--- src/rtl/pt_refill_engine.sv ---
module pt_refill_engine #(
  parameter int AW    = 32,
  parameter int COL_W = 8,
  parameter int ROW_W = 7,
  parameter int SEL_W = 4
) (
  input  logic                   clk,
  input  logic                   rst_n,
  input  logic                   reg_we,
  input  logic [2:0]             reg_addr,
  input  logic [31:0]            reg_wdata,
  output logic [31:0]            reg_rdata,
  output logic                   mem_req,
  output logic [AW-1:0]          mem_addr,
  input  logic                   mem_rvalid,
  input  logic [31:0]            mem_rdata,
  output logic                   lut_we,
  output logic [COL_W+ROW_W-1:0] lut_idx,
  output logic [31:0]            lut_data,
  output logic [SEL_W-1:0]       lut_sel,
  output logic                   irq
);
  localparam logic [2:0] A_PTR = 3'd0, A_STAT = 3'd1, A_IRQ = 3'd2, A_ENS = 3'd3, A_ENC = 3'd4;
  typedef enum logic [1:0] {S_IDLE, S_HDR, S_CHK, S_DATA} st_t;

  st_t state;
  logic [AW-1:0] ptr, nxt, dptr;
  logic [31:0] area;
  logic start_b;
  logic [SEL_W-1:0] sel;
  logic [1:0] widx;
  logic [7:0] cx, cy;
  logic rd_busy, stale;
  logic s_ready, s_valid, s_done, s_err;
  logic [7:0] irq_raw, irq_en, irq_set;

  wire [7:0] x0 = area[7:0];
  wire [7:0] y0 = area[15:8];
  wire [7:0] x1 = area[23:16];
  wire [7:0] y1 = area[31:24];

  wire wr_ptr   = reg_we && reg_addr == A_PTR;
  wire abort    = wr_ptr && reg_wdata == 32'd0;
  wire arm      = wr_ptr && reg_wdata != 32'd0 && s_ready;
  wire rsp      = mem_rvalid && rd_busy && !stale;
  wire last_x   = cx == x1;
  wire last_y   = cy == y1;
  wire bad_rect = (x1 < x0) || (y1 < y0) || ((x1 >> COL_W) != 8'd0) || ((y1 >> ROW_W) != 8'd0);
  wire fin      = state == S_DATA && rsp && last_x && last_y && nxt == '0;

  assign irq_set  = abort ? 8'h00 :
                    {fin, 4'b0000, state == S_CHK && start_b && bad_rect, state == S_CHK && !start_b, 1'b0};
  assign mem_req  = !rd_busy && (state == S_HDR || state == S_DATA);
  assign mem_addr = (state == S_HDR) ? ptr + {{(AW-4){1'b0}}, widx, 2'b00} : dptr;
  assign lut_we   = rsp && state == S_DATA;
  assign lut_idx  = {cy[ROW_W-1:0], cx[COL_W-1:0]};
  assign lut_data = mem_rdata;
  assign lut_sel  = sel;
  assign irq      = |(irq_raw & irq_en);

  always_comb begin
    case (reg_addr)
      A_PTR:        reg_rdata = 32'(ptr);
      A_STAT:       reg_rdata = {28'd0, s_err, s_done, s_valid, s_ready};
      A_IRQ:        reg_rdata = {24'd0, irq_raw};
      A_ENS, A_ENC: reg_rdata = {24'd0, irq_en};
      default:      reg_rdata = 32'd0;
    endcase
  end

  always_ff @(posedge clk or negedge rst_n) begin
    if (!rst_n) begin
      rd_busy <= 1'b0;
      stale   <= 1'b0;
      irq_raw <= 8'h00;
      irq_en  <= 8'h00;
    end else begin
      if (mem_req) rd_busy <= 1'b1;
      else if (mem_rvalid) rd_busy <= 1'b0;
      if (abort) stale <= mem_req || (rd_busy && !mem_rvalid);
      else if (stale && mem_rvalid) stale <= 1'b0;
      irq_raw <= (irq_raw & ~((reg_we && reg_addr == A_IRQ) ? reg_wdata[7:0] : 8'h00)) | irq_set;
      if (reg_we && reg_addr == A_ENS) irq_en <= irq_en | reg_wdata[7:0];
      else if (reg_we && reg_addr == A_ENC) irq_en <= irq_en & ~reg_wdata[7:0];
    end
  end

  always_ff @(posedge clk or negedge rst_n) begin
    if (!rst_n) begin
      state   <= S_IDLE;
      ptr     <= '0;
      nxt     <= '0;
      dptr    <= '0;
      area    <= 32'd0;
      start_b <= 1'b0;
      sel     <= '0;
      widx    <= 2'd0;
      cx      <= 8'd0;
      cy      <= 8'd0;
      s_ready <= 1'b1;
      s_valid <= 1'b0;
      s_done  <= 1'b0;
      s_err   <= 1'b0;
    end else if (abort) begin
      state   <= S_IDLE;
      s_ready <= 1'b1;
      s_valid <= 1'b0;
      s_done  <= 1'b0;
      s_err   <= 1'b0;
    end else begin
      case (state)
        S_IDLE: if (arm) begin
          ptr     <= reg_wdata[AW-1:0];
          widx    <= 2'd0;
          state   <= S_HDR;
          s_ready <= 1'b0;
          s_valid <= 1'b0;
          s_done  <= 1'b0;
          s_err   <= 1'b0;
        end
        S_HDR: if (rsp) begin
          case (widx)
            2'd0: nxt <= mem_rdata[AW-1:0];
            2'd1: area <= mem_rdata;
            2'd2: begin start_b <= mem_rdata[0]; sel <= mem_rdata[4 +: SEL_W]; end
            default: dptr <= mem_rdata[AW-1:0];
          endcase
          widx <= widx + 2'd1;
          if (widx == 2'd3) state <= S_CHK;
        end
        S_CHK: begin
          if (!start_b || bad_rect) begin
            s_err <= 1'b1;
            state <= S_IDLE;
          end else begin
            cx    <= x0;
            cy    <= y0;
            state <= S_DATA;
          end
        end
        S_DATA: if (rsp) begin
          dptr <= dptr + AW'(4);
          if (!last_x) cx <= cx + 8'd1;
          else begin
            cx <= x0;
            if (!last_y) cy <= cy + 8'd1;
            else if (nxt == '0) begin
              s_ready <= 1'b1;
              s_valid <= 1'b1;
              s_done  <= 1'b1;
              state   <= S_IDLE;
            end else begin
              ptr   <= nxt;
              widx  <= 2'd0;
              state <= S_HDR;
            end
          end
        end
        default: state <= S_IDLE;
      endcase
    end
  end

  a_r2_ready_only_idle: assert property (@(posedge clk) disable iff (!rst_n)
    s_ready |-> state == S_IDLE);
  a_r4_single_read: assert property (@(posedge clk) disable iff (!rst_n)
    mem_req |=> !mem_req);
  a_r5_write_in_rect: assert property (@(posedge clk) disable iff (!rst_n)
    lut_we |-> (cx >= x0 && cx <= x1 && cy >= y0 && cy <= y1));
  a_r7_done_flags: assert property (@(posedge clk) disable iff (!rst_n)
    $rose(s_done) |-> (s_ready && s_valid && !s_err && irq_raw[7]));
  a_r8_err_quiet: assert property (@(posedge clk) disable iff (!rst_n)
    s_err |-> (!mem_req && !lut_we));
  a_r10_w1c_clear: assert property (@(posedge clk) disable iff (!rst_n)
    (reg_we && reg_addr == A_IRQ && reg_wdata[7] && !irq_set[7]) |=> !irq_raw[7]);
endmodule

--- config.mk ---
export PLATFORM = sky130hd
export DESIGN_NAME = pt_refill_engine
export DESIGN_NICKNAME = d
export VERILOG_FILES = /design/src/rtl/pt_refill_engine.sv
export SDC_FILE = /design/constraint.sdc
export NUM_CORES = 1
export LEC_CHECK = 0
export CORE_MARGIN = 4
export CORE_UTILIZATION = 49
export CTS_CLUSTER_SIZE = 12
export DETAILED_ROUTE_END_ITERATION = 10
export PLACE_DENSITY = 0.78
export SYNTH_ARGS = -nofsm -noshare
export SYNTH_HDL_FRONTEND = slang
export SYNTH_SLANG_ARGS = --single-unit
--- constraint.sdc ---
create_clock -name clk -period 2.9 [get_ports clk]
set_clock_uncertainty 0.15 [all_clocks]
set_input_delay 0.29 -clock clk [delete_from_list [all_inputs] [get_ports clk]]
set_output_delay 0.29 -clock clk [all_outputs]
set_load 0.01 [all_outputs]
### Word level (Yosys, flattened, before mapping)

Cells that the tools add are included.

* mux-type cells: 57
* magnitude comparators: 2
* $mul: 0
* bitwise logic cells: 8
* div/mod/pow operators: 0
* reduce and logical (&&, ||, !) cells: 57
* $add $sub $neg: 5
* shift-type cells: 0
* eq/ne operators: 29

Operator list (count)
* 32-bit 2-to-1 mux: 9
* 32-bit case mux with 2 select lines: 2
* 32-bit case mux with 4 select lines: 1
* 8-bit 2-to-1 mux: 11
* 32-bit zero test: 2
* 32-bit by 3-bit adder with 32-bit output (second input constant): 1
* 32-bit by 4-bit adder with 32-bit output: 1
* 8-bit case mux with 2 select lines: 2
* 32-bit nonzero test: 1
* 2-bit 2-to-1 mux: 14
* 8-bit bitwise AND: 3
* 1-bit logical AND: 19
* 2-bit != test (second input constant): 9
* 6-bit AND reduction: 3
* 8-bit by 1-bit adder with 8-bit output (second input constant): 2
* 8-bit equality test: 2
* 8-bit less-than comparator: 2
* 8-bit inverter: 2
* 8-bit OR: 2
* 4-bit AND reduction: 4
* 3-bit != test (second input constant): 5
* 1-bit 2-to-1 mux: 14
* 2-bit nonzero test: 6
* 3-bit by 2-bit != test with 1-bit output (second input constant): 3
* other kinds (22): 38

* logic and storage cells: 175
* register bits: 174
* bits of input ports: 71
* memory bits (writable): 0
* memories kept: 0
* bits in latches: 0
* memory bits (read-only): 0

### Longest topological paths before layout

Gate-level depths: netlist of the first run.

* word-level depth: 8
* mapped depth: 10
* depth with buffers taken out: 10

### Worst setup path after synthesis of the first run

OpenSTA, ideal clock, no wires.

* kind: flip-flop to output port
* start: register widx[0]
* end: output port mem_addr[24]
* setup slack: -0.006 ns
* buffers on the path: 0
* cell stages (with the launch flop): 10
* data arrival time: 2.466 ns
* path through: dfrtp_1 > ha_1 > inv_1 > fa_1 > nand2b_1 > nor4_2 > and4_1 > nand4_2 > xnor2_1 > o21ai_0

* longest elaborated chain between the ends: 2

Ends and longest elaborated chain
* from (decl): line 31 `logic [1:0] widx;`
* from (signal assigned): line 128 `widx <= widx + 2'd1;`
* 32-bit by 4-bit adder with 32-bit output: line 54 `assign mem_addr = (state == S_HDR) ? ptr + {{(AW-4){1'b0}}, widx, 2'b00} : dptr;`
* 32-bit 2-to-1 mux: line 54
* to (decl): line 14 `output logic [AW-1:0] mem_addr,`

No other way between the ends.

### Worst setup path in the final report of the first run

* start: register widx[0]
* end: output port mem_addr[6]

Same word-level chain as after synthesis.

==> results of run 1 <==
[report_power, final]
| part | switching, uW | leakage (uW) | total (uW) | internal [uW] |
|---|---|---|---|---|
| logic | 3150 | 0.00353 | 6090 | 2930 |
| clock network | 1030 | 0.000311 | 2570 | 1540 |
| registers | 1360 | 0.00212 | 4860 | 3500 |
[worst max-delay path, stage by stage, from the launching register on]
cell,delay (ps)
dfrtp_1,440
ha_4,180
inv_2,40
fa_2,340
buf_4,150
buf_4,140
nor2_1,120
xnor2_1,70
o21ai_0,250
clkdlybuf4s50_1,590
[state kept, by name, indices dropped and copies added, names as in the netlist, 2 cells and up, named ones only]
register,cells
area,32
cx,8
cy,8
dptr,32
irq_raw,8
lut_sel,4
nxt,32
ptr,32
state,2
widx,2
[cell families after synthesis]
family	Yosys count	synth area share
XOR/XNOR	44	0.03648
AO/OA/AOI/OAI	281	0.1502
flip-flops	174	0.4123
buffers and inverters	130	0.06681
adder cells (fa/ha/maj)	24	0.02914
AND/OR/NAND/NOR	385	0.1833
multiplexers	114	0.1218
[cell type report]
cell class | instances | area (sq um)
multi-input combinational | 848 | 5692
clock inverter | 15 | 230.2
inverter | 31 | 116.4
sequential | 174 | 4357
clock buffer | 17 | 425.4
timing repair buffer | 281 | 2624
fill | 1655 | 7300
tap | 275 | 344.1
[per-layer routing]
metal / GRT usage / share of wire / up-vias
li1: - / - / 4466
met1: 0.4020 / 0.43 / 4789
met2: 0.4305 / 0.46 / 527
met3: 0.05232 / 0.087 / 64
met4: 0.08074 / 0.024 / 0
met5: 0 / 0 / -
[layout by cell type (no fill, tap or decap), types with 5 or more instances in the layout]
| cell | count |
|---|---|
| dfrtp_1 | 172 |
| clkdlybuf4s50_1 | 161 |
| nand2_1 | 157 |
| a21oi_1 | 97 |
| buf_4 | 80 |
| o21ai_0 | 75 |
| nor2_1 | 53 |
| mux2_1 | 51 |
| o21ai_1 | 42 |
| nand3_1 | 37 |
| mux2i_1 | 34 |
| inv_1 | 30 |
| and2_1 | 28 |
| xor2_1 | 28 |
| mux2_2 | 25 |
| ha_1 | 21 |
| nor4_1 | 20 |
| clkbuf_16 | 17 |
| nand4_1 | 15 |
| o22ai_1 | 15 |
| xnor2_1 | 14 |
| buf_2 | 13 |
| a22oi_1 | 10 |
| buf_12 | 9 |
| and3_1 | 7 |
| or3_1 | 7 |
| a31oi_1 | 7 |
| nand2_2 | 6 |
| nor2_4 | 6 |
| nor3_1 | 6 |
| a21boi_0 | 5 |
| nor2_2 | 5 |
| a22o_1 | 5 |
| bufinv_16 | 5 |
| inv_6 | 5 |
| buf_6 | 5 |
[per-stage QoR]
stage / cell area, sq um / setup WS, ps / std cells / hold slack, ps
after global routing: 13790 / -421.4 / 1641 / 187.8
final: 13790 / -307.1 / 1641 / 147.9
after floorplan: 10570 / 42.01 / 1152 / -155.6
after detailed placement: 12960 / -476.7 / 1598 / 51.03
after CTS: 13720 / -347.4 / 1638 / 150.9
after global placement: 12960 / -369.0 / 1598 / 48.41
[cell usage after synthesis (all sizes together), types with 4 or more instances]
cell	number	area share
a21boi	5	0.0036
a21o	4	0.0028
a21oi	98	0.046
a22o	5	0.0041
a22oi	10	0.0071
a31oi	7	0.0041
and2	28	0.017
and3	8	0.0049
buf	63	0.041
clkbuf	35	0.013
dfrtp	173	0.41
ha	23	0.027
inv	31	0.011
mux2	76	0.081
mux2i	34	0.032
mux4	4	0.0085
nand2	163	0.059
nand2b	4	0.0024
nand3	39	0.020
nand4	19	0.015
nor2	64	0.023
nor3	13	0.0098
nor4	23	0.016
o21ai	117	0.055
o22ai	15	0.0089
o31ai	4	0.0033
or3	7	0.0041
xnor2	15	0.012
xor2	29	0.024
[repair_timing]
action,4_1_cts,5_1_grt
buffers inserted,7,3
resized for setup,106,24
hold buffers,1,0
setup endpoints to repair,27,27
hold endpoints to repair,40,0
pin swaps,14,20
[final timing paths]
kind                       slack, ps                         end  cells past startpoint
hold reg to reg                  350                     area[7]                      1
setup / recovery                -310                 mem_addr[6]                      9
setup reg to reg                 180                     widx[1]                      7
max in group asynchronous       1570  asynchronous set/reset pin                      3
hold / removal                   150                       cy[1]                      2
min in group clk                 350                     area[7]                      1
==> key figures, run 1 <==
Synth
  – Post-Syn Instances: between 1000 and 1500
  – Syn Std Cell Area: roughly 0.011 sq mm
  – Seq/Total Area, Yosys: 0.4123
  – Ys Warns: 0
  – Syn nets: between 1000 and 1500
  – Top FF cell, synth: dfrtp_1
  – Syn_area_per_cell: 9.169 sq um
  – Netlist cell types: slightly above 70
  – Seq cells post-synth: roughly 170
  – Post-synth EDFFs: 0
  – Async SR Flop Fraction: 1.000

Setup path
  – R2R Path Start: area[20]
  – Startpoint types: register
  – Max FO, Critical Path: 3
  – Crit path DAT: 2770 ps
  – CP endpoint kind: output port
  – Critical Path Start: widx[0]
  – CP required: between 2000 and 2500 ps
  – Critical path type: register to output port

Clock network
  – TritonCTS clock tree: yes
  – CTS buffer count: 17
  – Root Buffer Master: clkbuf_16
  – Clk_lat worst skew: 450 ps
  – CTS Sinks: 174
  – Clock Path Buffers: 2
  – CTS H-Tree Depth: 4
  – Clock transition at path regs: approximately 70 ps

Drt
  – Total number of vias: 9846
  – Vias per inst: 6.000
  – Wire per inst: 20.58 um
  – Antenna-violating nets left: 0
  – Initial drt markers: 1123
  – # DRC: 0
  – WL final: 33770 um
  – Detailed Routing Iterations Pass 1: 5

Final layout
  – Layout cells sized above 1: 0.1647
  – P&R area growth vs syn: 30.54%
  – Antenna cells: 0
  – Core Util, Final: 0.6539
  – Final layout net count: 1448

Global routing
  – Number of global-route vias before repair: 9636
  – Global Route Usage Sum: 0.2786
  – Initial antenna violation count: 0
  – Grt ovf: 0
  – First-pass GRT wire length: between 50000 and 60000 um
  – Largest net degree at the start of global routing: 106

Min path
  – Tightest Hold Check Type: primary input to asynchronous set/reset pin

Status
  – Failing checks: negative setup slack
  – Status: complete, but fails checks

Timing
  – Setup Viol. Count Final: 18
  – Fin crit period: 3207 ps
  – Worst Tran Pin Value: 597.3 ps
  – Final Worst Setup Slack: -307.1 ps
  – Max Clk Rate: between 300 and 400 MHz
  – Setup tns final: -3686 ps
  – Final worst path period share: 1.106
  – Relative slew margins: 0.5982
  – Endpoints failing hold: 0
  – Fin. max-slew vios: 0
  – RSZ-0062 raised after global routing: true

Flow run
  – Max-Cap Viols: 0

Place
  – DP Wirelength: approximately 24000 um
  – Port bufs: 188
  – Gp weighted congestion: 0.9319

Die
  – Die area: between 0.02 and 0.025 sq mm
  – Die Width: 154.8 um
  – Starting Density: 0.5009
  – Row count: 53
  – Die H: 154.8 um
  – Core area: approximately 0.021 sq mm
  – I/O pins: ~190

Power and ir drop
  – Worst vdd ir: 0.5636 mV
  – Total leakage power: ~0.006 uW
  – Tot Pwr: 13520 uW
  – PwrDens: between 900 and 1000 mW/mm^2
(Power assumes the default switching activity.)
==> run 2: changes to the inputs <==
- CAP_MARGIN: default -> 30
- CORE_MARGIN: 4 -> default
==> run 2 against run 1 <==
Effect of this change: the flow still finishes with violations (negative setup slack); non-clock buffer count grew 6; cell area grew 0.56%; sequential power is essentially flat; die area shrank 7.6%; first-iteration DRC count shrank 24%; fmax shrank 0.40%; count of clock-buffer cells in the layout grew 5; critical path type unchanged.
==> key figures, run 2 (synthesis gave the netlist of run 1 again) <==
Final layout
  – Multi-input logic area: 0.005700 sq mm (+0.15%)
  – Fillers: 1646 (-0.54%)
  – P&R area growth vs syn: 31.27%
  – Layout cells sized above 1: 0.1676 (+0.002924)
  – Most frequent cells in the layout: dfrtp_1, clkdlybuf4s50_1, nand2_1
  – Final layout net count: 1454 (+0.41%)
  – Sequential standard cell area: 0.004355 sq mm (about the same)
  – Commonest non-fill, non-tap cell in the layout: dfrtp_1
  – Final Cell Area: 0.01387 sq mm (+0.56%)

Clock network
  – Root Buffer Master: clkbuf_16
  – TritonCTS clock tree: yes
  – CTS Sinks: 174 (unchanged)
  – Clk_lat worst skew: 440 ps (about the same)
  – Clock Path Buffers: 2 (unchanged)
  – Clock transition at path regs: 60 ps (about the same)
  – CTS buffer count: 17 (unchanged)
  – CTS H-Tree Depth: 4 (unchanged)

Status
  – Failing checks: negative setup slack
  – Status: complete, but fails checks

Timing
  – Setup Viol. Count Final: 13 (-5)
  – Relative slew margins: 0.5473 (-0.05084)
  – Final worst path period share: 1.110 (+0.004409)
  – Fin. max-slew vios: 0 (unchanged)
  – Final Worst Setup Slack: -319.8 ps (-12.79 ps)
  – Fin crit period: 3220 ps (+12.79 ps)
  – Endpoints failing hold: 0 (unchanged)
  – RSZ-0062 raised after global routing: true
  – Max Clk Rate: 310.6 MHz (-0.40%)
  – Worst Tran Pin Value: 679.0 ps (+81.76 ps)

Setup path
  – Crit path DAT: 2780 ps (about the same)
  – Crit-path cells: ha_2, inv_2, fa_2, nand2b_4, nor4_4, and4_4, buf_6, nand4_4, nor2_2, xnor2_1, o21ai_1, buf_2
  – Startpoint types: register
  – Slowest stage delay, CP: 370 ps (-220 ps)
  – Critical path type: register to output port
  – CP required: 2460 ps (about the same)
  – Reg2reg path depth: 10 (+3)
  – Max FO, Critical Path: 4 (+1)
  – CP endpoint kind: output port
  – CP max-delay cell: dfrtp_1

Drt
  – Detailed Routing Iterations Pass 1: 7 (+2)
  – # DRC: 0 (unchanged)
  – Total number of vias: 9850 (+0.041%)
  – Vias per inst: 5.973 (-0.44%)
  – Initial drt markers: 852 (-24%)
  – Wire per inst: 19.83 um (-3.6%)
  – Antenna-violating nets left: 0 (unchanged)
  – WL final: 32690 um (-3.2%)

Die
  – Core area: 0.02109 sq mm (unchanged)
  – Die Width: 148.8 um (-3.9%)
  – Die area: 0.02215 sq mm (-7.6%)
  – Row count: 53 (unchanged)
  – I/O pins: 189 (unchanged)
  – Die H: 148.8 um (-3.9%)
  – Starting Density: 0.5009 (unchanged)

Place
  – DP Wirelength: 23910 um (-1.3%)
  – Gp weighted congestion: 0.9526 (+2.2%)
  – Placement Cell Area: 0.01299 sq mm (+0.17%)
  – DP Worst Slack: -405.0 ps (+71.70 ps)
  – Port bufs: 188 (unchanged)

Global routing
  – Largest net degree at the start of global routing: 69 (-35%)
  – Grt ovf: 0 (unchanged)
  – Initial antenna violation count: 0 (unchanged)
  – First-pass GRT wire length: 51180 um (-3.5%)
  – Number of global-route vias before repair: 9369 (-2.8%)
  – Global Route Usage Sum: 0.3006 (+0.02203)

Power and ir drop
  – PwrDens: 968.8 mW/mm^2 (-1.2%)
  – Tot Pwr: 13430 uW (-0.61%)
  – Worst vdd ir: 0.5554 mV (-1.4%)
  – Total leakage power: 0.006052 uW (+1.6%)

Min path
  – Tightest Hold Check Type: primary input to asynchronous set/reset pin

Flow run
  – Max-Cap Viols: 0 (unchanged)
==> run 2: cell types whose count changed in the layout (fill, tap and decap cells not counted), moves of 3 or more <==
cell | previous run | this run
o21ai_0 | 75 | 68
o21ai_1 | 42 | 49
inv_6 | 5 | 0
buf_6 | 5 | 9
dlymetal6s2s_1 | 1 | 5
buf_12 | 9 | 12
buf_2 | 13 | 16
clkbuf_1 | 0 | 3
==> run 2: worst paths after layout <==
check | from | end | slack, ps
worst max-delay path | widx[0] | mem_addr[26] | -320
worst min-delay path | rst_n | area[28] | 270
worst max register to register | area[4] | cx[3] | 150
worst min register to register | dptr[1] | dptr[1] | 330
max in group asynchronous | rst_n | nxt[11] | 1560
min in group clk | dptr[1] | dptr[1] | 330
==> run 2: metrics by stage <==
step | utilization | hold WS, ps | std cells | setup TNS, ps
3_5_place_dp | 0.6158 | 193.5 | 1596 | -3268
4_1_cts | 0.6497 | 305.1 | 1636 | -3181
6_report | 0.6575 | 273.5 | 1649 | -2898
5_1_grt | 0.6573 | 328.1 | 1647 | -4130
2_1_floorplan | - | -155.6 | 1152 | 0
3_3_place_gp | 0.6158 | 186.5 | 1596 | -2594
==> run 2: timing repair <==
item                                    CTS  global route
endpoints found under the setup margin   26            31
gates resized for setup                 101            41
endpoints found under the hold margin    66             0
setup buffers                             7            11
pin swaps                                21            21
hold buffers                              1             0
==> run 2: cell type report <==
cell class | count | area share
Antenna cell | 2 | 0.0003609
Multi-Input combinational cell | 848 | 0.4111
Timing Repair Buffer | 287 | 0.1961
Inverter | 31 | 0.008392
Clock buffer | 22 | 0.03348
Clock inverter | 10 | 0.01164
Sequential cell | 174 | 0.3141
Tap cell | 275 | 0.02482
==> run 2: report_power, final <==
part           total, uW  switching, uW  internal (uW)  leakage [uW]
Combinational       6130           3160           2970       0.00364
Sequential          4870           1370           3500       0.00212
Clock               2440            950           1490      0.000296
==> run 2: layer usage <==
metal | vias up | track usage | wire length [um]
met1 | 4796 | 0.4249 | 13970
met2 | 513 | 0.4657 | 15020
met3 | 60 | 0.05138 | 2891
met5 | - | 0 | 0
met4 | 0 | 0.1056 | 820
li1 | 4481 | - | -
==> run 2: worst max-delay path: cells and delay by family (launching register included) <==
family	cells	cell delay (ps)
AND/OR/NAND/NOR	5	960
adder cells (fa/ha/maj)	2	530
flip-flops	1	370
buffers and inverters	3	290
AO/OA/AOI/OAI	1	120
XOR/XNOR	1	80
==> run 3: changes to the inputs <==
- PLACE_DENSITY: 0.78 -> default
- PLACE_DENSITY_LB_ADDON: default -> 0.08
==> run 3 against run 2 <==
Effect of this change: the flow still finishes with violations (negative setup slack); clock power is 2% lower; worst setup slack lost 9.3 ps; utilization decreased by 0.13 points; global-route usage fell by 0.90 points; via count fell by 3.8%; fmax is 0.29% lower; critical path depth shrank 1; cell count shrank 0.18%; non-clock buffer count shrank 1; power down 0.78%; largest cell class unchanged.
==> key figures, run 3 (synthesis gave the netlist of run 1 again) <==
Setup path
  – Crit path DAT: 2790 ps (about the same)
  – Max FO, Critical Path: 3 (-1)
  – Critical path type: register to output port
  – CP endpoint kind: output port
  – CP required: 2460 ps (about the same)
  – Startpoint types: register

Die
  – Die Width: 148.8 um (unchanged)
  – Starting Density: 0.5009 (unchanged)
  – Core area: 0.02109 sq mm (unchanged)
  – Row count: 53 (unchanged)
  – Die area: 0.02215 sq mm (unchanged)
  – Die H: 148.8 um (unchanged)
  – I/O pins: 189 (unchanged)

Drt
  – Antenna-violating nets left: 0 (unchanged)
  – Detailed Routing Iterations Pass 1: 5 (-2)
  – Vias per inst: 5.759 (-3.6%)
  – WL final: 31570 um (-3.4%)
  – Initial drt markers: 721 (-15%)
  – Total number of vias: 9479 (-3.8%)
  – Wire per inst: 19.18 um (-3.3%)
  – # DRC: 0 (unchanged)

Final layout
  – Antenna cells: 0 (-2)
  – Multi-input logic area: 0.005720 sq mm (+0.35%)
  – Most frequent cells in the layout: dfrtp_1, clkdlybuf4s50_1, nand2_1
  – Layout cells sized above 1: 0.1678 (about the same)
  – Commonest non-fill, non-tap cell in the layout: dfrtp_1
  – Sequential standard cell area: 0.004355 sq mm (unchanged)
  – P&R area growth vs syn: 31.01%
  – Final Cell Area: 0.01384 sq mm (-0.20%)
  – Final layout net count: 1453 (-0.069%)
  – Fillers: 1719 (+4.4%)
  – Post-Layout Cell Count: 1646 (-0.18%)

Clock network
  – Root Buffer Master: clkbuf_16
  – Clock transition at path regs: 70 ps (about the same)
  – Clk_lat worst skew: 430 ps (about the same)
  – Clock Path Buffers: 2 (unchanged)
  – CTS buffer count: 17 (unchanged)
  – CTS H-Tree Depth: 4 (unchanged)
  – TritonCTS clock tree: yes
  – CTS Sinks: 174 (unchanged)

Timing
  – Fin crit period: 3229 ps (+9.272 ps)
  – Max Clk Rate: 309.7 MHz (-0.29%)
  – RSZ-0062 raised after global routing: true
  – Relative slew margins: 0.5007 (-0.04667)
  – Setup Viol. Count Final: 15 (+2)
  – Fin. max-slew vios: 0 (unchanged)
  – Final worst path period share: 1.113 (+0.003197)
  – Final Worst Setup Slack: -329.1 ps (-9.272 ps)
  – Endpoints failing hold: 0 (unchanged)
  – Worst Tran Pin Value: 749.0 ps (+70.00 ps)

Place
  – Port bufs: 188 (unchanged)
  – Total placed cells including tap cells: 1605 (+0.56%)
  – Placement Cell Area: 0.01304 sq mm (+0.42%)
  – DP Wirelength: 23580 um (-1.4%)
  – Gp weighted congestion: 0.8872 (-6.9%)

Flow run
  – Max-Cap Viols: 0 (unchanged)

Power and ir drop
  – PwrDens: 963.1 mW/mm^2 (-0.58%)
  – Total leakage power: 0.006006 uW (-0.77%)
  – Worst vdd ir: 0.4859 mV (-13%)

Global routing
  – Grt ovf: 0 (unchanged)
  – Largest net degree at the start of global routing: 73 (+5.8%)
  – First-pass GRT wire length: 49200 um (-3.9%)
  – Initial antenna violation count: 0 (unchanged)
  – Number of global-route vias before repair: 8934 (-4.6%)
  – Global Route Usage Sum: 0.2916 (-0.008999)

Status
  – Failing checks: negative setup slack
  – Status: complete, but fails checks

Min path
  – Tightest Hold Check Type: primary input to asynchronous set/reset pin
[run 3: cell count changes in the layout (fill, tap and decap cells not counted), sizes merged]
cell | before | now
dlygate4sd2 | 2 | 4
buf | 115 | 114
diode | 2 | 0
clkinv | 3 | 6
bufinv | 4 | 3
clkdlybuf4s50 | 159 | 161
clkinvlp | 3 | 1
dlymetal6s2s | 5 | 3
inv | 31 | 36
clkbuf | 26 | 19
[run 3: worst paths after layout]
| check | start | to | slack [ps] | cells after the start |
|---|---|---|---|---|
| max in group asynchronous | rst_n | asynchronous set/reset pin | 1490 | 3 |
| worst min-delay path | rst_n | ptr[31] | 280 | 2 |
| worst max register to register | area[28] | cy[0] | 170 | 9 |
| worst max-delay path | widx[1] | mem_addr[23] | -330 | 11 |
| min in group clk | dptr[1] | dptr[1] | 340 | 2 |
| worst min register to register | dptr[1] | dptr[1] | 340 | 2 |
[run 3: metrics by stage]
stage               hold slack (ps)  TNS [ps]  power (uW)    util  worst slack (ps)
floorplan                    -155.6         0        8113       -             42.01
global placement              184.4     -2643       10800  0.6184            -356.2
detailed placement            192.2     -3403       10950  0.6184            -417.7
CTS                           319.0     -2335       13280  0.6517            -306.2
global route                  344.9     -4394       14210  0.6562            -427.9
finish                        283.3     -2781       13330  0.6562            -329.1
[run 3: critical path, cell delays in order (launching register included)]
cell     delay (ps)
dfrtp_1         420
buf_6           140
ha_4            260
a21oi_2          60
or4_4           460
nor3_4          210
buf_4           160
buf_6            90
nand3_2          70
xor2_1          170
o21ai_1         170
buf_2           160
[run 3: repair_timing]
| item | CTS | global route |
|---|---|---|
| pin swaps | 11 | 8 |
| hold buffers | 1 | 0 |
| gates resized for setup | 113 | 26 |
| hold endpoints to repair | 65 | 0 |
| buffers inserted | 4 | 4 |
| setup endpoints to repair | 28 | 26 |
[run 3: layout make-up]
cell class | count | share of cell area
Clock inverter | 15 | 0.01320
Inverter | 31 | 0.008409
Multi-Input combinational cell | 848 | 0.4134
Sequential cell | 174 | 0.3147
Clock buffer | 17 | 0.03074
Tap cell | 275 | 0.02486
Timing Repair Buffer | 286 | 0.1947
[run 3: power by group]
group          leakage [uW]  switching [uW]  internal (uW)
Combinational       0.00359            3120           2990
Sequential          0.00212            1340           3500
Clock              0.000299            1010           1370
Total               0.00601            5470           7860
[run 3: layer usage]
metal / wire length (um) / GRT usage / up-vias
li1: - / - / 4476
met1: 15110 / 0.4498 / 4611
met2: 13950 / 0.4273 / 355
met3: 2000 / 0.03945 / 37
met4: 512 / 0.07551 / 0
met5: 0 / 0 / -
